<file path="src/rtl/cfg_shadow_pkg.sv">
package cfg_shadow_pkg;
  localparam int DW       = 8;
  localparam int IO_AW    = 8;
  localparam int MEM_AW   = 20;

  localparam logic [IO_AW-1:0] PORT_INDEX = 8'h22;
  localparam logic [IO_AW-1:0] PORT_DATA  = 8'h23;
  localparam logic [DW-1:0]    IDX_HIDDEN = 8'h83;

  // bit positions inside the concealed bytes
  localparam int H0_WREN_BIT = 1;
  localparam int H0_WIN_BIT  = 3;
  localparam int H1_RDEN_BIT = 6;

  typedef struct packed {
    logic win128;
    logic rd_en;
    logic wr_en;
  } shadow_map_t;

  localparam shadow_map_t MAP_RESET = '{win128: 1'b0, rd_en: 1'b0, wr_en: 1'b0};
endpackage

</file>
<file path="src/rtl/cfg_reg_bank.sv">
module cfg_reg_bank #(
  parameter int DW       = 8,
  parameter int NUM_REGS = 256,
  localparam int AW      = $clog2(NUM_REGS)
) (
  input  logic          clk,
  input  logic          rst_n,
  input  logic          wr_en,
  input  logic [AW-1:0] addr,
  input  logic [DW-1:0] wdata,
  output logic [DW-1:0] rdata
);
  logic [DW-1:0] regs_q [NUM_REGS];

  genvar g;
  generate
    for (g = 0; g < NUM_REGS; g++) begin : g_reg
      logic          hit;
      logic [DW-1:0] d;
      always_comb begin
        hit = wr_en && (addr == AW'(g));
        d   = hit ? wdata : regs_q[g];
      end
      always_ff @(posedge clk or negedge rst_n) begin
        if (!rst_n)   regs_q[g] <= '0;
        else if (hit) regs_q[g] <= d;
      end
    end
  endgenerate

  assign rdata = regs_q[addr];

  // a written ordinary register reads back its value next cycle
  a_r2_store: assert property (@(posedge clk) disable iff (!rst_n)
    wr_en |=> (regs_q[$past(addr)] == $past(wdata)));
endmodule

</file>
<file path="src/rtl/cfg_index_seq.sv">
module cfg_index_seq
  import cfg_shadow_pkg::*;
(
  input  logic          clk,
  input  logic          rst_n,
  input  logic          idx_wr,
  input  logic          data_wr,
  input  logic          data_rd,
  input  logic [DW-1:0] wdata,
  output logic [DW-1:0] idx,
  output logic          hidden_sel,
  output logic [DW-1:0] hid_rdata,
  output logic [DW-1:0] hid0,
  output logic          commit
);
  localparam int CNT_W  = 2;
  localparam int SLOTS  = 2;

  logic [DW-1:0]    idx_q, idx_d;
  logic [CNT_W-1:0] cnt_q, cnt_d;
  logic [DW-1:0]    hid_q [SLOTS];
  logic             slot_open, advance, hid_we;

  always_comb begin
    hidden_sel = (idx_q == IDX_HIDDEN);
    slot_open  = hidden_sel && (cnt_q < CNT_W'(SLOTS));
    advance    = slot_open && (data_wr || data_rd);
    hid_we     = slot_open && data_wr;
    commit     = hid_we && (cnt_q == CNT_W'(SLOTS - 1));
    hid_rdata  = slot_open ? hid_q[cnt_q[0]] : '1;
    idx_d      = idx_wr ? wdata : idx_q;
    if (idx_wr)       cnt_d = '0;
    else if (advance) cnt_d = cnt_q + 1'b1;
    else              cnt_d = cnt_q;
  end

  always_ff @(posedge clk or negedge rst_n) begin
    if (!rst_n) begin
      idx_q <= '0;
      cnt_q <= '0;
    end else begin
      if (idx_wr)            idx_q <= idx_d;
      if (idx_wr || advance) cnt_q <= cnt_d;
    end
  end

  genvar s;
  generate
    for (s = 0; s < SLOTS; s++) begin : g_hid
      always_ff @(posedge clk or negedge rst_n) begin
        if (!rst_n)                          hid_q[s] <= '0;
        else if (hid_we && cnt_q[0] == s[0]) hid_q[s] <= wdata;
      end
    end
  endgenerate

  assign idx  = idx_q;
  assign hid0 = hid_q[0];

  a_r4_cnt_bound: assert property (@(posedge clk) disable iff (!rst_n)
    cnt_q <= CNT_W'(SLOTS));
  a_r3_idx_clears: assert property (@(posedge clk) disable iff (!rst_n)
    idx_wr |=> (cnt_q == '0));
  a_r2_cnt_keep: assert property (@(posedge clk) disable iff (!rst_n)
    (!idx_wr && !hidden_sel) |=> $stable(cnt_q));
  a_r5_locked: assert property (@(posedge clk) disable iff (!rst_n)
    (hidden_sel && cnt_q == CNT_W'(SLOTS) && !idx_wr) |=> ($stable(hid_q[0]) && $stable(hid_q[1])));
  a_r10_one_step: assert property (@(posedge clk) disable iff (!rst_n)
    (hidden_sel && data_wr && data_rd && cnt_q == '0 && !idx_wr) |=> (cnt_q == 2'd1));
endmodule

</file>
<file path="src/rtl/shadow_window_dec.sv">
module shadow_window_dec
  import cfg_shadow_pkg::*;
(
  input  logic              clk,
  input  logic              rst_n,
  input  logic              load,
  input  shadow_map_t       map_in,
  input  logic [MEM_AW-1:0] mem_addr,
  output logic              rd_int,
  output logic              wr_int
);
  localparam int TOP_W = 4;   // 64 KiB granularity in a 1 MiB space

  shadow_map_t map_q;
  logic [TOP_W-1:0] seg;
  logic in_win;

  always_ff @(posedge clk or negedge rst_n) begin
    if (!rst_n)    map_q <= MAP_RESET;
    else if (load) map_q <= map_in;
  end

  always_comb begin
    seg    = mem_addr[MEM_AW-1 -: TOP_W];
    in_win = map_q.win128 ? (seg[TOP_W-1:1] == '1) : (seg == '1);
    rd_int = in_win && map_q.rd_en;
    wr_int = in_win && map_q.wr_en;
  end

  a_r6_hold: assert property (@(posedge clk) disable iff (!rst_n)
    !load |=> $stable(map_q));
  a_r9_outside: assert property (@(posedge clk) disable iff (!rst_n)
    (mem_addr[MEM_AW-1 -: 3] != 3'b111) |-> (!rd_int && !wr_int));
endmodule

</file>
<file path="src/rtl/cfg_shadow_port.sv">
module cfg_shadow_port
  import cfg_shadow_pkg::*;
(
  input  logic        clk,
  input  logic        rst_n,
  input  logic [7:0]  io_addr,
  input  logic        io_wr,
  input  logic        io_rd,
  input  logic [7:0]  io_wdata,
  output logic [7:0]  io_rdata,
  input  logic [19:0] mem_addr,
  output logic        shadow_rd_int,
  output logic        shadow_wr_int
);
  localparam int NUM_REGS = 1 << DW;

  logic          idx_wr, data_wr, data_rd;
  logic [DW-1:0] idx, hid_rdata, hid0, bank_rdata;
  logic          hidden_sel, commit;
  shadow_map_t   map_next;

  always_comb begin
    idx_wr  = io_wr && (io_addr == PORT_INDEX);
    data_wr = io_wr && (io_addr == PORT_DATA);
    data_rd = io_rd && (io_addr == PORT_DATA);
  end

  cfg_index_seq u_seq (
    .clk       (clk),
    .rst_n     (rst_n),
    .idx_wr    (idx_wr),
    .data_wr   (data_wr),
    .data_rd   (data_rd),
    .wdata     (io_wdata),
    .idx       (idx),
    .hidden_sel(hidden_sel),
    .hid_rdata (hid_rdata),
    .hid0      (hid0),
    .commit    (commit)
  );

  cfg_reg_bank #(.DW(DW), .NUM_REGS(NUM_REGS)) u_bank (
    .clk  (clk),
    .rst_n(rst_n),
    .wr_en(data_wr && !hidden_sel),
    .addr (idx),
    .wdata(io_wdata),
    .rdata(bank_rdata)
  );

  always_comb begin
    map_next.win128 = hid0[H0_WIN_BIT];
    map_next.wr_en  = hid0[H0_WREN_BIT];
    map_next.rd_en  = io_wdata[H1_RDEN_BIT];
  end

  shadow_window_dec u_dec (
    .clk     (clk),
    .rst_n   (rst_n),
    .load    (commit),
    .map_in  (map_next),
    .mem_addr(mem_addr),
    .rd_int  (shadow_rd_int),
    .wr_int  (shadow_wr_int)
  );

  always_comb begin
    if (!data_rd)        io_rdata = 8'hFF;
    else if (hidden_sel) io_rdata = hid_rdata;
    else                 io_rdata = bank_rdata;
  end

  a_r3_idx_read_ff: assert property (@(posedge clk) disable iff (!rst_n)
    (io_rd && io_addr != PORT_DATA) |-> (io_rdata == 8'hFF));
endmodule

</file>
<file path="config.mk">
export PLATFORM = sky130hd
export DESIGN_NAME = cfg_shadow_port
export DESIGN_NICKNAME = d
export VERILOG_FILES = /design/src/rtl/cfg_shadow_pkg.sv /design/src/rtl/cfg_reg_bank.sv /design/src/rtl/cfg_index_seq.sv /design/src/rtl/shadow_window_dec.sv /design/src/rtl/cfg_shadow_port.sv
export SDC_FILE = /design/constraint.sdc
export NUM_CORES = 2
export LEC_CHECK = 0
export BUFFER_PORTS_ARGS = -buffer_cell sky130_fd_sc_hd__buf_2
export CORE_ASPECT_RATIO = 0.7
export CORE_MARGIN = 2
export CORE_UTILIZATION = 55
export CTS_CLUSTER_DIAMETER = 80
export CTS_CLUSTER_SIZE = 25
export DETAILED_ROUTE_END_ITERATION = 10
export HOLD_SLACK_MARGIN = 0.06
export PLACE_DENSITY_LB_ADDON = 0.1
export REMOVE_ABC_BUFFERS = 1
export SYNTH_ARGS = -nofsm -noshare
export SYNTH_HDL_FRONTEND = slang
export SYNTH_SLANG_ARGS = --single-unit
</file>
<file path="constraint.sdc">
create_clock -name clk -period 2.45 [get_ports clk]
set_input_delay 0.1225 -clock clk [delete_from_list [all_inputs] [get_ports clk]]
set_output_delay 0.1225 -clock clk [all_outputs]
set_load 0.05 [all_outputs]
</file>
## Word-level counts from Yosys, hierarchy flattened

Cells that the tools add are included.

| storage, ports and cells | value |
|---|---|
| register bits | 2077 |
| logic and storage cells | 816 |
| output and inout bits | 10 |
| bits of input ports | 40 |

| operators by class | value |
|---|---|
| multiplexer cells | 12 |
| bitwise operators | 3 |
| add/subtract/negate cells | 1 |
| reduce and logical (&&, ||, !) cells | 274 |
| $lt $le $gt $ge | 3 |
| equal/unequal tests | 260 |

Operators by type and width:

| operator | number |
|---|---|
| 8-bit == test, second input constant | 128 |
| 8-bit by 7-bit == test with 1-bit output, second input constant | 64 |
| 8-bit by 6-bit == test with 1-bit output, second input constant | 34 |
| 1-bit logical AND | 268 |
| 8-bit by 5-bit == test with 1-bit output, second input constant | 16 |
| 8-bit binary-select mux with 8-bit select | 1 |
| 8-bit by 4-bit == test with 1-bit output, second input constant | 8 |
| 8-bit two-way mux | 8 |
| 8-bit by 3-bit == test with 1-bit output, second input constant | 4 |
| 8-bit by 2-bit == test with 1-bit output, second input constant | 2 |
| 9-bit greater-or-equal comparator, second input constant | 1 |
| 8-bit inverter with 9-bit output | 1 |
| 8-bit by 1-bit == test with 1-bit output, second input constant | 1 |
| 8-bit logical NOT | 1 |
| 4-bit == test, second input constant | 1 |
| 2-bit two-way mux | 2 |
| 3-bit == test, second input constant | 1 |
| 2-bit by 1-bit adder with 2-bit output, second input constant | 1 |
| 2-bit by 1-bit == test with 1-bit output, second input constant | 1 |
| 2-bit greater-or-equal comparator, second input constant | 1 |
| 1-bit logical OR | 2 |
| 2-bit < comparator, second input constant | 1 |
| 1-bit inverter with 2-bit output | 1 |
| 2-bit AND reduction | 1 |
| 4 further kinds | 4 |

## Depth between registers and ports, before layout

| depth | value |
|---|---|
| depth after elaboration | 7 |
| depth in mapped cells | 11 |
| depth with buffers taken out | 7 |

## Hierarchy

From an unflattened synthesis, not the netlist that was laid out.

| second synthesis, totals | value |
|---|---|
| cell total of the unflattened synthesis | 5964 |
| area, all modules | 93981.4 um^2 |

Modules (own cells, without submodules):

| module | times used | cells each | sequential area each (um^2) | area an instance (um^2) |
|---|---|---|---|---|
| cfg_reg_bank | 1 | 5832 | 51249.2 | 92349.8 |
| cfg_index_seq | 1 | 95 | 650.6 | 1255.0 |
| cfg_shadow_port | 1 | 28 | 0.0 | 242.7 |
| shadow_window_dec | 1 | 9 | 75.1 | 133.9 |

## Least setup slack after synthesis

Ideal clock, no wire load.

| path | value |
|---|---|
| kind | flip-flop to output port |
| from | register u_seq.idx_q[2] (netlist: u_seq.idx[2]) |
| to | output io_rdata[5] |
| path slack | -0.613 ns |
| arrival | 2.941 ns |
| stages on the path, launching flop included | 11 |
| data required time | 2.328 ns |
| path buffers | 4 |
| path through | dfrtp_1 > buf_2 > or4b_2 > clkbuf_1 > clkbuf_1 > clkbuf_1 > o22ai_1 > nor4_1 > nand4_1 > nand2_1 > a41oi_1 |

| between the ends | value |
|---|---|
| longest elaborated chain between the ends | 6 |
| elaborated cells between the ends (all ways) | 9 |
| those cells by class | eq/ne: 1; mux: 6; bitwise: 1; reduce/logical: 1 |

Ends and longest elaborated chain:

| item | line | RTL |
|---|---|---|
| from (decl) | cfg_index_seq.sv:19 | `logic [DW-1:0] idx_q, idx_d;` |
| from (signal assigned) | cfg_index_seq.sv:42 | `if (idx_wr) idx_q <= idx_d;` |
| 8-bit inverter with 9-bit output (not written as such) | cfg_reg_bank.sv:31 | `assign rdata = regs_q[addr];` |
| 8-bit binary-select mux with 8-bit select | cfg_reg_bank.sv:31 |  |
| 8-bit two-way mux (not written as such) (2 in series) | cfg_reg_bank.sv:31 |  |
| 8-bit two-way mux * | cfg_shadow_port.sv:69 | `else if (hidden_sel) io_rdata = hid_rdata;` |
| 8-bit two-way mux * | cfg_shadow_port.sv:68 | `if (!data_rd) io_rdata = 8'hFF;` |
| to (decl) | cfg_shadow_port.sv:10 | `output logic [7:0] io_rdata,` |

Every way passes the cells marked *; elsewhere a longest branch is shown, timed or not. The select of a mux whose other input is x is not followed.

## Worst setup path after layout

| path | value |
|---|---|
| from | register u_seq.idx_q[0] (netlist: u_seq.idx[0]) |
| to | output io_rdata[4] |

The elaborated chain is that of the path after synthesis.

==> tab_implementation.tex <==
\begin{tabular}{lr}
\hline
Metric & Value \\
\hline
\multicolumn{2}{l}{\textbf{Status}} \\
\quad Status & complete, but fails checks \\
\quad Violations in the final reports & negative setup slack \\
\multicolumn{2}{l}{\textbf{STA}} \\
\quad \# setup viols final & 2069 \\
\quad Final clock period utilization by the worst path & 1.69 \\
\quad Highest clock rate & 241 MHz \\
\quad Total negative setup slack & -1064.74 ns \\
\quad RSZ-0062 raised after global routing & yes \\
\quad Hold WS & 0.153 ns \\
\quad Worst setup margin & -1.70 ns \\
\quad Number of slew-limit violations in the final report & 0 \\
\quad Worst Max-Slew Pin Slew & 1.06 ns \\
\quad Fin. Hold Viols & 0 \\
\quad Worst rel slew slack & 0.293 \\
\quad Period minus WS final & 4.15 ns \\
\quad Clock tree skew after final layout & 0.0207 ns \\
\multicolumn{2}{l}{\textbf{Yosys}} \\
\quad Post-synthesis adder-cell area fraction & 0.000132 \\
\quad Ranking of synthesized cells by instance count & sky130\_fd\_sc\_hd\_\_dfrtp\_1, sky130\_fd\_sc\_hd\_\_mux2\_2, sky130\_fd\_sc\_hd\_\_mux2i\_1 \\
\quad Post-synthesis simple-gate area fraction & 0.0320 \\
\quad Complex-gate fraction of the synthesized area & 0.0329 \\
\quad Async S/R FF share, synth & 1.00 \\
\quad Leading register cell type out of synthesis & sky130\_fd\_sc\_hd\_\_dfrtp\_1 \\
\quad Part of the Yosys area used for sequential elements & 0.548 \\
\quad Post-synthesis share of cell area spent on xor and xnor gates & 0.0000923 \\
\quad Most area-consuming cells after synthesis & sky130\_fd\_sc\_hd\_\_dfrtp\_1, sky130\_fd\_sc\_hd\_\_mux2\_2, sky130\_fd\_sc\_hd\_\_mux4\_2 \\
\quad Mapped Cells & 6402 \\
\quad Area share of the largest cell type after synthesis & 0.548 \\
\quad Number of flops mapped to enable cells by yosys & 0 \\
\quad Multiplexer fraction of the synthesized cell area & 0.364 \\
\quad Number of distinct standard cells referenced by the synthesized netlist & 59 \\
\quad Largest family of logic cells by synthesized area & multiplexers \\
\quad Area of the mapped netlist & 94900 um\^{}2 \\
\quad Most common cell in the netlist & sky130\_fd\_sc\_hd\_\_dfrtp\_1 \\
\quad Average footprint of a synthesized cell & 14.8 um\^{}2 \\
\quad Synthesis Warnings & 0 \\
\quad Seq cells post-synth & 2077 \\
\quad Leading area contributor after synthesis & sky130\_fd\_sc\_hd\_\_dfrtp\_1 \\
\multicolumn{2}{l}{\textbf{Pwr}} \\
\quad Peak supply drop & 550 uV \\
\quad Pwr Density & 504 nW/um\^{}2 \\
\quad Leakage dissipation & 53.6 nW \\
\multicolumn{2}{l}{\textbf{Worst setup path}} \\
\quad Worst reg-to-reg setup slack & -0.69 ns \\
\quad Max stage delay on crit path & 0.53 ns \\
\quad Buffer and inverter count on the worst path & 6 \\
\quad CP Data Arrival Time & 4.02 ns \\
\quad Critical Path, Cell by Cell & buf\_12 > buf\_12 > buf\_4 > mux2i\_1 > o22ai\_4 > o41ai\_4 > buf\_4 > nand4\_1 > o32ai\_4 > buf\_4 > a41oi\_2 > buf\_6 \\
\quad R2R Path Start & u\_seq.idx[2] \\
\quad Worst-path maximum fanout & 8 \\
\quad Crit path capture type & output port \\
\quad Cell with the largest stage delay on the worst path & sky130\_fd\_sc\_hd\_\_dfrtp\_4 \\
\quad Worst endpoint required time & 2.33 ns \\
\quad Startpoint class of the critical path & flip-flop \\
\quad Cell family contributing the most delay on the critical path & buffers and inverters \\
\quad Start point of the critical path & u\_seq.idx[0] \\
\quad Most prevalent standard cell on the critical path & sky130\_fd\_sc\_hd\_\_buf\_4 \\
\quad Worst setup path class & flip-flop to output port \\
\multicolumn{2}{l}{\textbf{Routing}} \\
\quad Detail-routed via count per cell & 6.33 \\
\quad Total via count in the routed design & 58400 \\
\quad Pre-antenna DRT Iters & 7 \\
\quad Routed wire length & 264000 um \\
\quad Number of design rule violations left after detail routing & 0 \\
\quad Antenna violation net count after detailed routing & 0 \\
\quad Number of violations reported at the end of detailed-routing iteration 0 & 5116 \\
\quad Routed length per instance & 28.6 um \\
\multicolumn{2}{l}{\textbf{Layout}} \\
\quad Net count of the finished layout & 6995 \\
\quad Layout Area Growth over Synthesis & 17.8\% \\
\quad Post-route core utilization & 0.653 \\
\quad Layout filler cell count & 12300 \\
\quad Fraction of layout instances using a drive strength above 1 & 0.519 \\
\quad Final non-filler cell area & 112000 um\^{}2 \\
\multicolumn{2}{l}{\textbf{CTS}} \\
\quad Source-to-sink clock delay at the later pin of the worst-skew pair & 0.77 ns \\
\quad Clock Sinks & 2077 \\
\quad Worst-path clk slew & 0.10 ns \\
\quad Number of H-tree levels & 3 \\
\quad Total clock buffers created by CTS & 94 \\
\quad Clock tree from TritonCTS & built \\
\quad Root Driver & sky130\_fd\_sc\_hd\_\_clkbuf\_16 \\
\quad Maximum buffer depth of the clock tree & 3 \\
\multicolumn{2}{l}{\textbf{Global route}} \\
\quad Total track usage & 0.298 \\
\quad Global Route met3 Usage & 0.0485 \\
\quad Busiest layer in global routing & met1 \\
\quad First-pass GRT wire length & 396000 um \\
\quad Global-route met1 utilization & 0.464 \\
\quad GR met2 Demand/Resource & 0.443 \\
\quad Maximum number of pins on one net before global-route repair & 122 \\
\quad Antenna violations before repair & 4 \\
\quad Grt total ovfl & 0 \\
\quad Vias in the first global route & 59700 \\
\multicolumn{2}{l}{\textbf{Floorplanning}} \\
\quad Core region area & 171000 um\^{}2 \\
\quad Die extent in y & 352 um \\
\quad Starting density of the core & 0.554 \\
\quad Horiz. Die Dim & 501 um \\
\quad Number of top-level pins & 50 \\
\quad Overall die area & 176000 um\^{}2 \\
\quad Number of core rows & 127 \\
\multicolumn{2}{l}{\textbf{Place}} \\
\quad IO Port Bufs & 33 \\
\quad Half-perimeter wire length after placement & 175000 um \\
\quad Placed Instance Area & 104000 um\^{}2 \\
\quad Routability-driven placement congestion ratio & 0.879 \\
\multicolumn{2}{l}{\textbf{Hold path}} \\
\quad Worst Hold Class & input port to flip-flop \\
\quad Worst Hold Launch & io\_addr[0] \\
\multicolumn{2}{l}{\textbf{Flow run}} \\
\quad Maximum Capacitance Violations & 0 \\
\hline
\end{tabular}
[layer usage]
| layer | vias to the layer above | part of all wire |
|---|---|---|
| li1 | 24800 | - |
| met5 | - | 0.000049 |
| met2 | 1362 | 0.45 |
| met1 | 31900 | 0.47 |
| met4 | 2 | 0.021 |
| met3 | 253 | 0.059 |
[registers in the layout (all words and copies together), names as in the netlist]
| register | flops |
|---|---|
| u_bank.regs_q | 2048 |
| u_seq.hid0 | 8 |
| u_seq.hid_q | 8 |
| u_seq.idx | 8 |
| u_dec.map_q | 3 |
| u_seq.cnt_q | 2 |
[timing repair]
action,4_1_cts,5_1_grt
setup buffers,42,82
hold endpoints to repair,2168,0
resized for setup,220,503
endpoints found under the setup margin,2069,2071
hold buffers,14,0
pin swaps,39,47
gates cloned,7,6
[final timing paths]
| kind | cells after the start | to |
|---|---|---|
| min in group asynchronous | 3 | u_bank.regs_q[808] |
| hold reg to reg | 0 | u_bank.regs_q[999] |
| hold / removal | 5 | u_seq.hid0[3] |
| setup reg to reg | 17 | u_bank.regs_q[831] |
| max in group asynchronous | 3 | u_bank.regs_q[1872] |
| setup / recovery | 12 | io_rdata[4] |
[cells by family (layout without fill, tap and decap cells)]
| group | count (synthesis) | count (layout) |
|---|---|---|
| fa+ha+maj | 1 | 1 |
| other cells | 0 | 1 |
| buf+inv | 527 | 1093 |
| compound gates | 449 | 449 |
| xor+xnor | 1 | 1 |
| flops | 2077 | 2077 |
| mux | 2788 | 2788 |
| simple gates | 559 | 559 |
[stage by stage]
stage	std cells	worst slack [ns]	total power [mW]
4_1_cts	9156	-1.76	56.6
3_5_place_dp	8985	-1.86	38.4
5_1_grt	9226	-1.76	58.2
3_3_place_gp	8985	-1.92	38.4
6_report	9226	-1.70	56.3
2_1_floorplan	5902	-29.39	36.8
[layout by cell type, fill, tap and decap left out, types with 27 or more instances in the layout]
cell type,synthesis,routed
sky130_fd_sc_hd__dfrtp_1,2077,2072
sky130_fd_sc_hd__mux2_2,1889,1792
sky130_fd_sc_hd__buf_4,39,576
sky130_fd_sc_hd__mux2i_1,368,353
sky130_fd_sc_hd__mux4_2,319,319
sky130_fd_sc_hd__buf_12,0,223
sky130_fd_sc_hd__mux2_1,212,157
sky130_fd_sc_hd__mux2_4,0,152
sky130_fd_sc_hd__nand2_1,207,144
sky130_fd_sc_hd__o22ai_1,144,129
sky130_fd_sc_hd__clkbuf_16,0,103
sky130_fd_sc_hd__buf_6,1,74
sky130_fd_sc_hd__nand2_8,0,61
sky130_fd_sc_hd__nor2b_1,59,54
sky130_fd_sc_hd__a211oi_1,55,50
sky130_fd_sc_hd__a22oi_1,48,47
sky130_fd_sc_hd__nand2_4,0,42
sky130_fd_sc_hd__o21ai_0,47,41
sky130_fd_sc_hd__nand2_2,81,41
sky130_fd_sc_hd__nor2_1,45,38
sky130_fd_sc_hd__buf_8,0,33
sky130_fd_sc_hd__a21oi_1,32,28
sky130_fd_sc_hd__inv_1,27,27
sky130_fd_sc_hd__nor4_1,42,27
[final cells by class]
| class | count | area [um^2] | share of cell area |
|---|---|---|---|
| flip-flops and latches | 2077 | 52000 | 0.465 |
| well taps | 2257 | 2820 | 0.0252 |
| multi-input cells | 3798 | 43500 | 0.389 |
| clock inverters | 8 | 111 | 0.000996 |
| diodes | 1 | 2.50 | 0.0000224 |
| repair buffers | 956 | 10900 | 0.0974 |
| inverters | 27 | 101 | 0.000906 |
| clock buffers | 102 | 2460 | 0.0220 |
[report_power, final]
group | leakage, nW | internal, mW | total [mW] | switching (mW)
Combinational | 23.3 | 1.22 | 3.73 | 2.51
Sequential | 29.0 | 34.3 | 34.3 | 0.0132
Clock | 1.25 | 7.41 | 18.3 | 10.9
Total | 53.6 | 42.9 | 56.3 | 13.4
[worst reg2reg max path, delay by kind of cell, from the launching register on]
family	cells	cell delay [ns]
simple gates	6	0.86
mux	1	0.34
buf+inv	10	1.39
flops	1	0.44
(Power assumes the default switching activity.)
